$ cat config.mk
export PLATFORM = sky130hd
export DESIGN_NAME = io_handshake_seq
export DESIGN_NICKNAME = d
export VERILOG_FILES = /design/src/rtl/iohs_pkg.sv /design/src/rtl/iohs_slot_timer.sv /design/src/rtl/iohs_dev_decode.sv /design/src/rtl/iohs_watchdog.sv /design/src/rtl/io_handshake_seq.sv
export SDC_FILE = /design/constraint.sdc
export NUM_CORES = 1
export LEC_CHECK = 0
export ABC_AREA = 1
export ABC_CLOCK_PERIOD_IN_PS = 2900
export CAP_MARGIN = 20
export CELL_PAD_IN_SITES_DETAIL_PLACEMENT = 1
export CELL_PAD_IN_SITES_GLOBAL_PLACEMENT = 2
export CORE_MARGIN = 4
export CORE_UTILIZATION = 29
export DETAILED_ROUTE_END_ITERATION = 12
export GPL_TIMING_DRIVEN = 0
export PLACE_DENSITY = 0.9
export SLEW_MARGIN = 30
export SYNTH_ARGS = -nofsm -noshare
export SYNTH_HDL_FRONTEND = slang
export SYNTH_SLANG_ARGS = --single-unit
$ cat constraint.sdc
create_clock -name clk -period 2.9 [get_ports clk]
set_clock_uncertainty 0.2 [all_clocks]
set_input_delay 0.58 -clock clk [delete_from_list [all_inputs] [get_ports clk]]
set_output_delay 0.58 -clock clk [all_outputs]
set_load 0.1 [all_outputs]
$ cat src/rtl/iohs_pkg.sv
package iohs_pkg;

  typedef enum logic [1:0] {
    CLS_CMD  = 2'b00,
    CLS_TEST = 2'b01,
    CLS_OUT  = 2'b10,
    CLS_RSV  = 2'b11
  } iocls_e;

  typedef enum logic [2:0] {
    ST_IDLE,
    ST_ICYC,
    ST_SYNC,
    ST_DATA,
    ST_FIN
  } seq_st_e;

  localparam logic [1:0] STEP_ONE = 2'd1;
  localparam logic [1:0] STEP_TWO = 2'd2;

endpackage

$ cat src/rtl/iohs_slot_timer.sv
// Counts timing slots within the instruction cycle; flags the sync slot.
module iohs_slot_timer #(
  parameter int NSLOT     = 16,
  parameter int SYNC_SLOT = 5
) (
  input  logic clk,
  input  logic rst_n,
  input  logic start,
  input  logic run,
  output logic at_sync
);
  localparam int SW = $clog2(NSLOT + 1);
  localparam logic [SW-1:0] LAST = SW'(NSLOT);
  localparam logic [SW-1:0] SYNC = SW'(SYNC_SLOT);

  logic [SW-1:0] slot_q;

  always_ff @(posedge clk or negedge rst_n) begin
    if (!rst_n)                   slot_q <= '0;
    else if (start)               slot_q <= SW'(1);
    else if (run && slot_q != LAST) slot_q <= slot_q + SW'(1);
  end

  assign at_sync = (slot_q == SYNC);

  AST_SLOT_RANGE: assert property (@(posedge clk) disable iff (!rst_n)
    slot_q <= LAST);

endmodule

$ cat src/rtl/iohs_dev_decode.sv
// One-hot decode of the held device number.
module iohs_dev_decode #(
  parameter int NDEV = 8,
  parameter int DEVW = $clog2(NDEV)
) (
  input  logic [DEVW-1:0] dev_idx,
  input  logic            en,
  output logic [NDEV-1:0] sel_o
);
  for (genvar i = 0; i < NDEV; i++) begin : g_sel
    assign sel_o[i] = en && (dev_idx == DEVW'(i));
  end
endmodule

$ cat src/rtl/iohs_watchdog.sv
// Counts cycles spent in a handshake wait; expires after TIMEOUT cycles.
module iohs_watchdog #(
  parameter int TIMEOUT = 1024
) (
  input  logic clk,
  input  logic rst_n,
  input  logic active,
  input  logic clr,
  output logic expire
);
  localparam int CW = $clog2(TIMEOUT + 1);
  localparam logic [CW-1:0] LIM = CW'(TIMEOUT - 1);

  logic [CW-1:0] cnt_q;

  always_ff @(posedge clk or negedge rst_n) begin
    if (!rst_n)               cnt_q <= '0;
    else if (!active || clr)  cnt_q <= '0;
    else if (cnt_q != LIM)    cnt_q <= cnt_q + CW'(1);
  end

  assign expire = active && (cnt_q == LIM);

  AST_WD_BOUND: assert property (@(posedge clk) disable iff (!rst_n)
    cnt_q <= LIM);

endmodule

$ cat src/rtl/io_handshake_seq.sv
module io_handshake_seq
  import iohs_pkg::*;
#(
  parameter int DW        = 16,
  parameter int NDEV      = 8,
  parameter int DEVW      = $clog2(NDEV),
  parameter int NSLOT     = 16,
  parameter int SYNC_SLOT = 5,
  parameter int TIMEOUT   = 1024,
  parameter int NIRQ      = 4,
  parameter logic [NIRQ-1:0] CRIT_MASK = 4'b1100
) (
  input  logic            clk,
  input  logic            rst_n,
  input  logic            instr_valid,
  output logic            instr_ready,
  input  logic [1:0]      instr_class,
  input  logic            instr_wait,
  input  logic [DEVW-1:0] instr_dev,
  input  logic [DW-1:0]   instr_data,
  output logic            sync_strobe,
  output logic [NDEV-1:0] dev_sel,
  input  logic            sync_ack,
  input  logic            test_ok,
  input  logic            data_ack,
  output logic            data_strobe,
  output logic [DW-1:0]   io_bus,
  output logic            icyc_hold,
  input  logic [NIRQ-1:0] irq_req,
  output logic            irq_inhibit,
  output logic [NIRQ-1:0] irq_grant,
  output logic            done,
  output logic [1:0]      pc_step,
  output logic            bus_fault
);

  seq_st_e         state_q, state_d;
  iocls_e          cls_q;
  logic            wait_q;
  logic [DEVW-1:0] dev_q;
  logic [DW-1:0]   data_q;
  logic [1:0]      step_q, step_d;
  logic            fault_q, fault_d;

  logic accept, is_test, sync_release, go_data, at_sync, wd_expire, wd_active;

  assign instr_ready  = (state_q == ST_IDLE);
  assign accept       = instr_valid && instr_ready;
  assign is_test      = (cls_q == CLS_TEST);
  assign sync_release = (state_q == ST_SYNC) && sync_ack && (is_test || !wait_q || test_ok);
  assign go_data      = is_test || test_ok;
  assign wd_active    = (state_q == ST_SYNC) || (state_q == ST_DATA);

  iohs_slot_timer #(.NSLOT(NSLOT), .SYNC_SLOT(SYNC_SLOT)) u_slot (
    .clk(clk), .rst_n(rst_n), .start(accept),
    .run(state_q == ST_ICYC), .at_sync(at_sync));

  iohs_watchdog #(.TIMEOUT(TIMEOUT)) u_wd (
    .clk(clk), .rst_n(rst_n), .active(wd_active),
    .clr(sync_release), .expire(wd_expire));

  iohs_dev_decode #(.NDEV(NDEV), .DEVW(DEVW)) u_dec (
    .dev_idx(dev_q),
    .en((state_q == ST_ICYC) || wd_active),
    .sel_o(dev_sel));

  // next-state and completion result
  always_comb begin
    state_d = state_q;
    step_d  = step_q;
    fault_d = fault_q;
    unique case (state_q)
      ST_IDLE: if (accept) begin
        state_d = ST_ICYC;
        fault_d = 1'b0;
      end
      ST_ICYC: if (at_sync) state_d = ST_SYNC;
      ST_SYNC: begin
        if (sync_release) begin
          if (go_data) state_d = ST_DATA;
          else begin
            state_d = ST_FIN;
            step_d  = STEP_ONE;
          end
        end else if (wd_expire) begin
          state_d = ST_FIN;
          step_d  = STEP_ONE;
          fault_d = 1'b1;
        end
      end
      ST_DATA: begin
        if (data_ack) begin
          state_d = ST_FIN;
          step_d  = (!is_test || test_ok) ? STEP_TWO : STEP_ONE;
        end else if (wd_expire) begin
          state_d = ST_FIN;
          step_d  = STEP_ONE;
          fault_d = 1'b1;
        end
      end
      ST_FIN:  state_d = ST_IDLE;
      default: state_d = ST_IDLE;
    endcase
  end

  always_ff @(posedge clk or negedge rst_n) begin
    if (!rst_n) begin
      state_q <= ST_IDLE;
      cls_q   <= CLS_CMD;
      wait_q  <= 1'b0;
      dev_q   <= '0;
      data_q  <= '0;
      step_q  <= STEP_ONE;
      fault_q <= 1'b0;
    end else begin
      state_q <= state_d;
      step_q  <= step_d;
      fault_q <= fault_d;
      if (accept) begin
        cls_q  <= iocls_e'(instr_class);
        wait_q <= instr_wait;
        dev_q  <= instr_dev;
        data_q <= instr_data;
      end
    end
  end

  assign sync_strobe = ((state_q == ST_ICYC) && at_sync) || (state_q == ST_SYNC);
  assign icyc_hold   = (state_q == ST_SYNC);
  assign data_strobe = (state_q == ST_DATA);
  assign io_bus      = data_strobe ? data_q : '0;
  assign irq_inhibit = (state_q == ST_SYNC) && wait_q && !is_test;
  assign irq_grant   = irq_inhibit ? (irq_req & CRIT_MASK) : irq_req;
  assign done        = (state_q == ST_FIN);
  assign pc_step     = step_q;
  assign bus_fault   = done && fault_q;

  AST_HOLD_STALL: assert property (@(posedge clk) disable iff (!rst_n)
    (state_q == ST_SYNC) && !sync_ack && !wd_expire |=> sync_strobe && !done);
  AST_WAIT_RETEST: assert property (@(posedge clk) disable iff (!rst_n)
    (state_q == ST_SYNC) && wait_q && !is_test && !test_ok && !wd_expire |=> sync_strobe);
  AST_DATA_HELD: assert property (@(posedge clk) disable iff (!rst_n)
    data_strobe && !data_ack && !wd_expire |=> data_strobe && $stable(io_bus));
  AST_NO_OVERLAP: assert property (@(posedge clk) disable iff (!rst_n)
    !(sync_strobe && data_strobe));
  AST_GRANT_CRIT: assert property (@(posedge clk) disable iff (!rst_n)
    irq_inhibit |-> (irq_grant & ~CRIT_MASK) == '0);
  AST_SEL_ONEHOT: assert property (@(posedge clk) disable iff (!rst_n)
    $onehot0(dev_sel));
  AST_DONE_PULSE: assert property (@(posedge clk) disable iff (!rst_n)
    done |=> !done && instr_ready);
  AST_STEP_LEGAL: assert property (@(posedge clk) disable iff (!rst_n)
    done |-> (pc_step == STEP_ONE) || (pc_step == STEP_TWO));
  AST_FAULT_STEP: assert property (@(posedge clk) disable iff (!rst_n)
    bus_fault |-> (pc_step == STEP_ONE) && !data_strobe && !sync_strobe);

endmodule

======== Yosys cells after proc, flatten, opt, wreduce, memory -nomap -nowiden ========
Index checks and enable logic that the tools add are counted.
word-level totals
  register bits after elaboration ......... 44
  logic and storage cells ................. 93
cells by class
  $add $sub $neg .......................... 2
  equal/unequal tests ..................... 21
  mux-type cells .......................... 24
  reduce and logical (&&, ||, !) cells .... 37
operator list
  operator                                                 number
  2-to-1 mux 11 bit                                        2
  2-to-1 mux 3 bit                                         6
  logical AND 1 bit                                        17
  2-to-1 mux 16 bit                                        1
  equality test 3 bit, second input constant               5
  equality test 3 x 2 -> 1 bit, second input constant      4
  2-to-1 mux 2 bit                                         6
  case mux 3 bit (4 select lines)                          1
  adder 11 x 1 -> 11 bit, second input constant            1
  equality test 11 x 10 -> 1 bit, second input constant    1
  inequality test 11 x 10 -> 1 bit, second input constant  1
  2-to-1 mux 5 bit                                         2
  logical OR 1 bit                                         8
  equality test 3 x 1 -> 1 bit, second input constant      2
  logical NOT 3 bit                                        2
  inequality test 2 bit, second input constant             3
  nonzero test 2 bit                                       3
  adder 5 x 1 -> 5 bit, second input constant              1
  equality test 5 x 3 -> 1 bit, second input constant      1
  inequality test 5 bit, second input constant             1
  2-to-1 mux 1 bit                                         4
  case mux 2 bit (2 select lines)                          1
  AND reduction 2 bit                                      2
  AND reduction 4 bit                                      1
  6 further kinds                                          8

======== Longest topological paths before layout ========
  depth in word-level cells ............... 6
  depth in mapped cells ................... 10
  gate-level depth less buffers ........... 9

======== Modules after synthesis ========
From an unflattened synthesis, not the netlist that was laid out.
unflattened totals
  cell total of the unflattened synthesis .. 335
  area, all modules ....................... 2590.0 um^2
modules (own cells, without submodules)
  module            instances  cells an instance  area an instance (um^2)
  io_handshake_seq  1          195                1570.3
  iohs_watchdog     1          81                 634.4
  iohs_slot_timer   1          42                 321.6
  iohs_dev_decode   1          17                 63.8

======== Worst setup path before layout ========
No wires, ideal clock.
  path kind ............................... register to output
  start point ............................. register state_q[2]
  end point ............................... output port irq_grant[0]
  data arrival time ....................... 3.622 ns
  data required time ...................... 2.120 ns
  path slack .............................. -1.502 ns
  stages on the path, launching flop included .. 7
  path buffers ............................ 0
  cells stage by stage .................... dfrtp_1 inv_2 nand2_4 nor2_4 inv_1 nor2_1 nor2_1
on the way
  longest elaborated chain between the ends .. 4
ends and longest elaborated chain
  what                            line                     RTL
  start, declared                 io_handshake_seq.sv:37   seq_st_e state_q, state_d;
  start signal, assigned          io_handshake_seq.sv:116  state_q <= state_d;
  equality test 3 x 2 -> 1 bit    -
  net icyc_hold                   io_handshake_seq.sv:28   output logic icyc_hold,
  logical AND 1 bit (2 in a row)  io_handshake_seq.sv:132  assign irq_inhibit = (state_q == ST_SYNC) && wait_q && !is_test;
  net irq_inhibit                 io_handshake_seq.sv:30   output logic irq_inhibit,
  2-to-1 mux 2 bit                io_handshake_seq.sv:133  assign irq_grant = irq_inhibit ? (irq_req & CRIT_MASK) : irq_req;
  end, declared                   io_handshake_seq.sv:31   output logic [NIRQ-1:0] irq_grant,
The timed path passes the listed nets, and every way through them passes these cells.

======== Final worst setup path ========
  start point ............................. register state_q[2]
  end point ............................... output port io_bus[15]
on the way
  longest elaborated chain between the ends .. 2
ends and longest elaborated chain
  what                          line                     RTL
  equality test 3 x 2 -> 1 bit  io_handshake_seq.sv:130  assign data_strobe = (state_q == ST_DATA);
  2-to-1 mux 16 bit             io_handshake_seq.sv:131  assign io_bus = data_strobe ? data_q : '0;
  end, declared                 io_handshake_seq.sv:27   output logic [DW-1:0] io_bus,
Every way passes these cells.

==> impl_metrics.csv <==
group,metric,value,unit
pwr,p_clk_share,11.6,%
floorplan,die_area,0.0100,sq mm
global_routing,gr-usage-met3,3.20,%
clock_network,cts_root_buf,"clkbuf_8",
synth,avgSynthCellArea,7.98,sq um
layout,n_antenna_cell,0,
setup_path,crit_buf_inv,4,
timing,tightest_slew,0.965,ns
synth,syn-cell-area,0.00247,sq mm
timing,whs,0.0757,ns
layout,fin_area,0.00337,sq mm
timing,drv_slew,0,
global_routing,grt_pass1_wl,11.9,mm
clock_network,clk_latency,0.30,ns
setup_path,reg2reg_from,"u_wd.cnt_q[0]",
place,dpl_worst_slack,-0.428,ns
synth,yosysWarnings,0,
routing,drt-total-wl,6.86,mm
pwr,pwr_density_cell,1040,mW/mm^2
pwr,p_sw,1.95,mW
global_routing,met1_usage,18.2,%
global_routing,grt_use_total,14.6,%
routing,wire_per_inst,14.1,um
routing,vias,2280,
synth,yosysUniqueCellTypes,31,
pwr,ir_drop,0.700,mV
setup_path,cp_slowest_cell,"clkdlybuf4s15_2",
synth,synth_nets,345,
pwr,comb_power_share,60.9,%
synth,netlist_instances,309,
clock_network,clk_path_buf_depth,2,
timing,finalSetupViolCount,0,
pwr,p_leak,1.60,nW
synth,synth_flop_cell,"dfrtp_1",
global_routing,grt_max_degree,45,
layout,syn2layout_area_growth,36.5,%
synth,ys_ff_latch,44,
synth,synth_top_area_share,43.6,%
timing,finalHoldViolCount,0,
clock_network,clk_pin_slew_worst_paths,0.08,ns
setup_path,cp-start-kind,"register",
routing,drc,0,
place,dp_hpwl,5.38,mm
setup_path,cpMostUsedCell,"nand2_4",
clock_network,htreeDepth,2,
timing,finalCritPeriodShare,96.4,%
routing,avgViaCountPerCell,4.67,
clock_network,cts_made_buffers,5,
setup_path,crit_path_max_fanout,10,
setup_path,slowest_delay,0.56,ns
timing,min_period,2.79,ns
global_routing,grt_pass1_vias,2515,
layout,layout.nets,418,
global_routing,busiest_layer,"met2",
global_routing,grt_antenna_before_repair,0,
synth,ys_seq_area_share,44.7,%
setup_path,crit_chain,"inv_2 > nand2_4 > inv_4 > nand2_4 > buf_6 > nor2_2 > clkdlybuf4s15_2",
timing,rsz0062_at_grt,"no",
run,drv_cap,0,
clock_network,clkSinkCount,44,
floorplan,chipHeight,100,um
floorplan,pin_count,69,
pwr,p_seq_share,27.5,%
place,io_buffers,66,
floorplan,die_w,100,um
setup_path,critPathKind,"register to primary output",
layout,utilization,40.8,%
worst_hold_path,min_path_type,"primary input to asynchronous set/reset pin",
timing,fin_ws,0.106,ns
timing,fmax,358,MHz
setup_path,required,2.12,ns
layout,drive_above_1_share,26.1,%
synth,yosysTopAreaCell,"dfrtp_1",
place,dpl_cell_area,0.00332,sq mm
timing,slew_headroom,35.5,%
pwr,p_sw_share,55.7,%
setup_path,crit_path_start,"state_q[2]",
place,gp_congestion,0.820,
setup_path,crit_arrival,2.01,ns
floorplan,std_cell_rows,33,
routing,ant_nets,0,
layout,fillers,1019,
pwr,p_int,1.55,mW
setup_path,worstSetupEndpointType,"primary output",
routing,drt_iter0_markers,41,
synth,synth_area_leaders,"dfrtp_1, nand2_1, inv_1",
floorplan,core_area,0.00826,sq mm
floorplan,initial_utilization,29.9,%
run_status,status,"completed",
clock_network,post_cts_buffers,0,
clock_network,cts_tree,"done",
setup_path,path_delay_family,"buffers and inverters",
global_routing,gr-total-overflow,0,
routing,drt-pass1-iter-count,4,
timing,setup_tns,0,ns
synth,synthArstFlopShare,100,%
synth,synth_edf_count,0,
global_routing,grtUsageMet2,25.3,%
[power by group through the flow]
stage	Combinational [mW]	Clock, mW	Sequential (mW)
final	2.13	0.406	0.963
after global routing	2.32	0.446	0.992
after CTS	2.18	0.425	0.966
after detailed placement	2.20	0	0.977
after global placement	2.16	0	0.969
after floorplan	1.60	0	1.05
[Yosys cell counts (3+ instances only)]
cell type and number:
nand2_1 68, dfrtp_1 43, inv_1 42, nor2_1 42, nand3_1 17, o21ai_1 13
o21ai_2 13, o21ai_0 11, a21oi_1 10, buf_6 5, ha_1 4, nand2_4 4
nand4_1 4, xor2_1 4, inv_2 3, inv_4 3, nor2_4 3, nor3_1 3
[per-layer routing]
| metal | part of all wire, % | wire [um] | vias up |
|---|---|---|---|
| met4 | 1.3 | 92 | 0 |
| met3 | 4.5 | 312 | 11 |
| met1 | 43 | 2980 | 1097 |
| met2 | 51 | 3480 | 50 |
| li1 | - | - | 1122 |
| met5 | 0 | 0 | - |
[sequential cells by signal (all words and copies together) (netlist names)]
signal         flops
data_q            16
cls_q              2
pc_step            2
state_q            3
dev_q              3
u_slot.slot_q      5
u_wd.cnt_q        11
wait_q             1
fault_q            1
[per-stage QoR]
stage	total power, mW	std cells
2_1_floorplan	2.65	309
3_3_place_gp	3.12	480
3_5_place_dp	3.18	480
4_1_cts	3.57	488
5_1_grt	3.75	488
6_report	3.50	488
[layout by cell type (no fill, tap or decap), drive strengths merged]
cell,instances
nor2,46
nand3b,1
buf,31
o211a,2
clkdlybuf4s50,32
ha,4
a211oi,2
nor3,3
clkdlybuf4s15,5
dfstp,1
o31ai,1
dlygate4sd2,3
o21ai,37
dfrtp,43
nand2,74
inv,48
nand4,4
clkdlybuf4s18,3
a31oi,2
clkbuf,7
clkinvlp,1
nand3,19
xor2,4
a21oi,10
[area by class of cell]
type | count | area, sq um | area share, %
buffer | 8 | 76.3 | 2.27
clock buffer | 7 | 86.3 | 2.57
clock inverter | 1 | 7.51 | 0.223
inverter | 48 | 188 | 5.58
multi-input combinational | 209 | 1160 | 34.6
sequential | 44 | 1100 | 32.8
tap | 105 | 131 | 3.90
timing repair buffer | 66 | 609 | 18.1
[path summary, 6_finish.rpt]
kind / end / slack (ns) / cells after the start
worst max-delay path: io_bus[15] / 0.11 / 7
worst min-delay path: u_wd.cnt_q[9] / 0.08 / 1
worst max register to register: u_wd.cnt_q[3] / 0.99 / 7
worst min register to register: pc_step[1] / 0.32 / 2
max in group asynchronous: u_wd.cnt_q[2] / 2.05 / 1
min in group clk: pc_step[1] / 0.32 / 2
[worst register-to-register path, stage by stage, from the launching register on]
cell      delay, ns
dfrtp_1        0.42
ha_1           0.25
nand2_1        0.08
nor2_2         0.21
nand3_2        0.25
nand2_1        0.14
inv_2          0.07
a211oi_1       0.21
[repair_timing]
item	4_1_cts	5_1_grt
hold buffers	0	0
endpoints found under the setup margin	33	24
gates resized for setup	124	35
[kinds of logic (layout without fill, tap and decap cells)]
logic type	count (synthesis)	after routing	synth area share, %
fa+ha+maj	4	4	2.03
simple gates	147	147	27.2
flops	44	44	44.7
xor+xnor	4	4	1.42
buf+inv	56	130	10.7
compound gates	54	54	14.0
No activity file was read; power rests on OpenSTA's default activity.
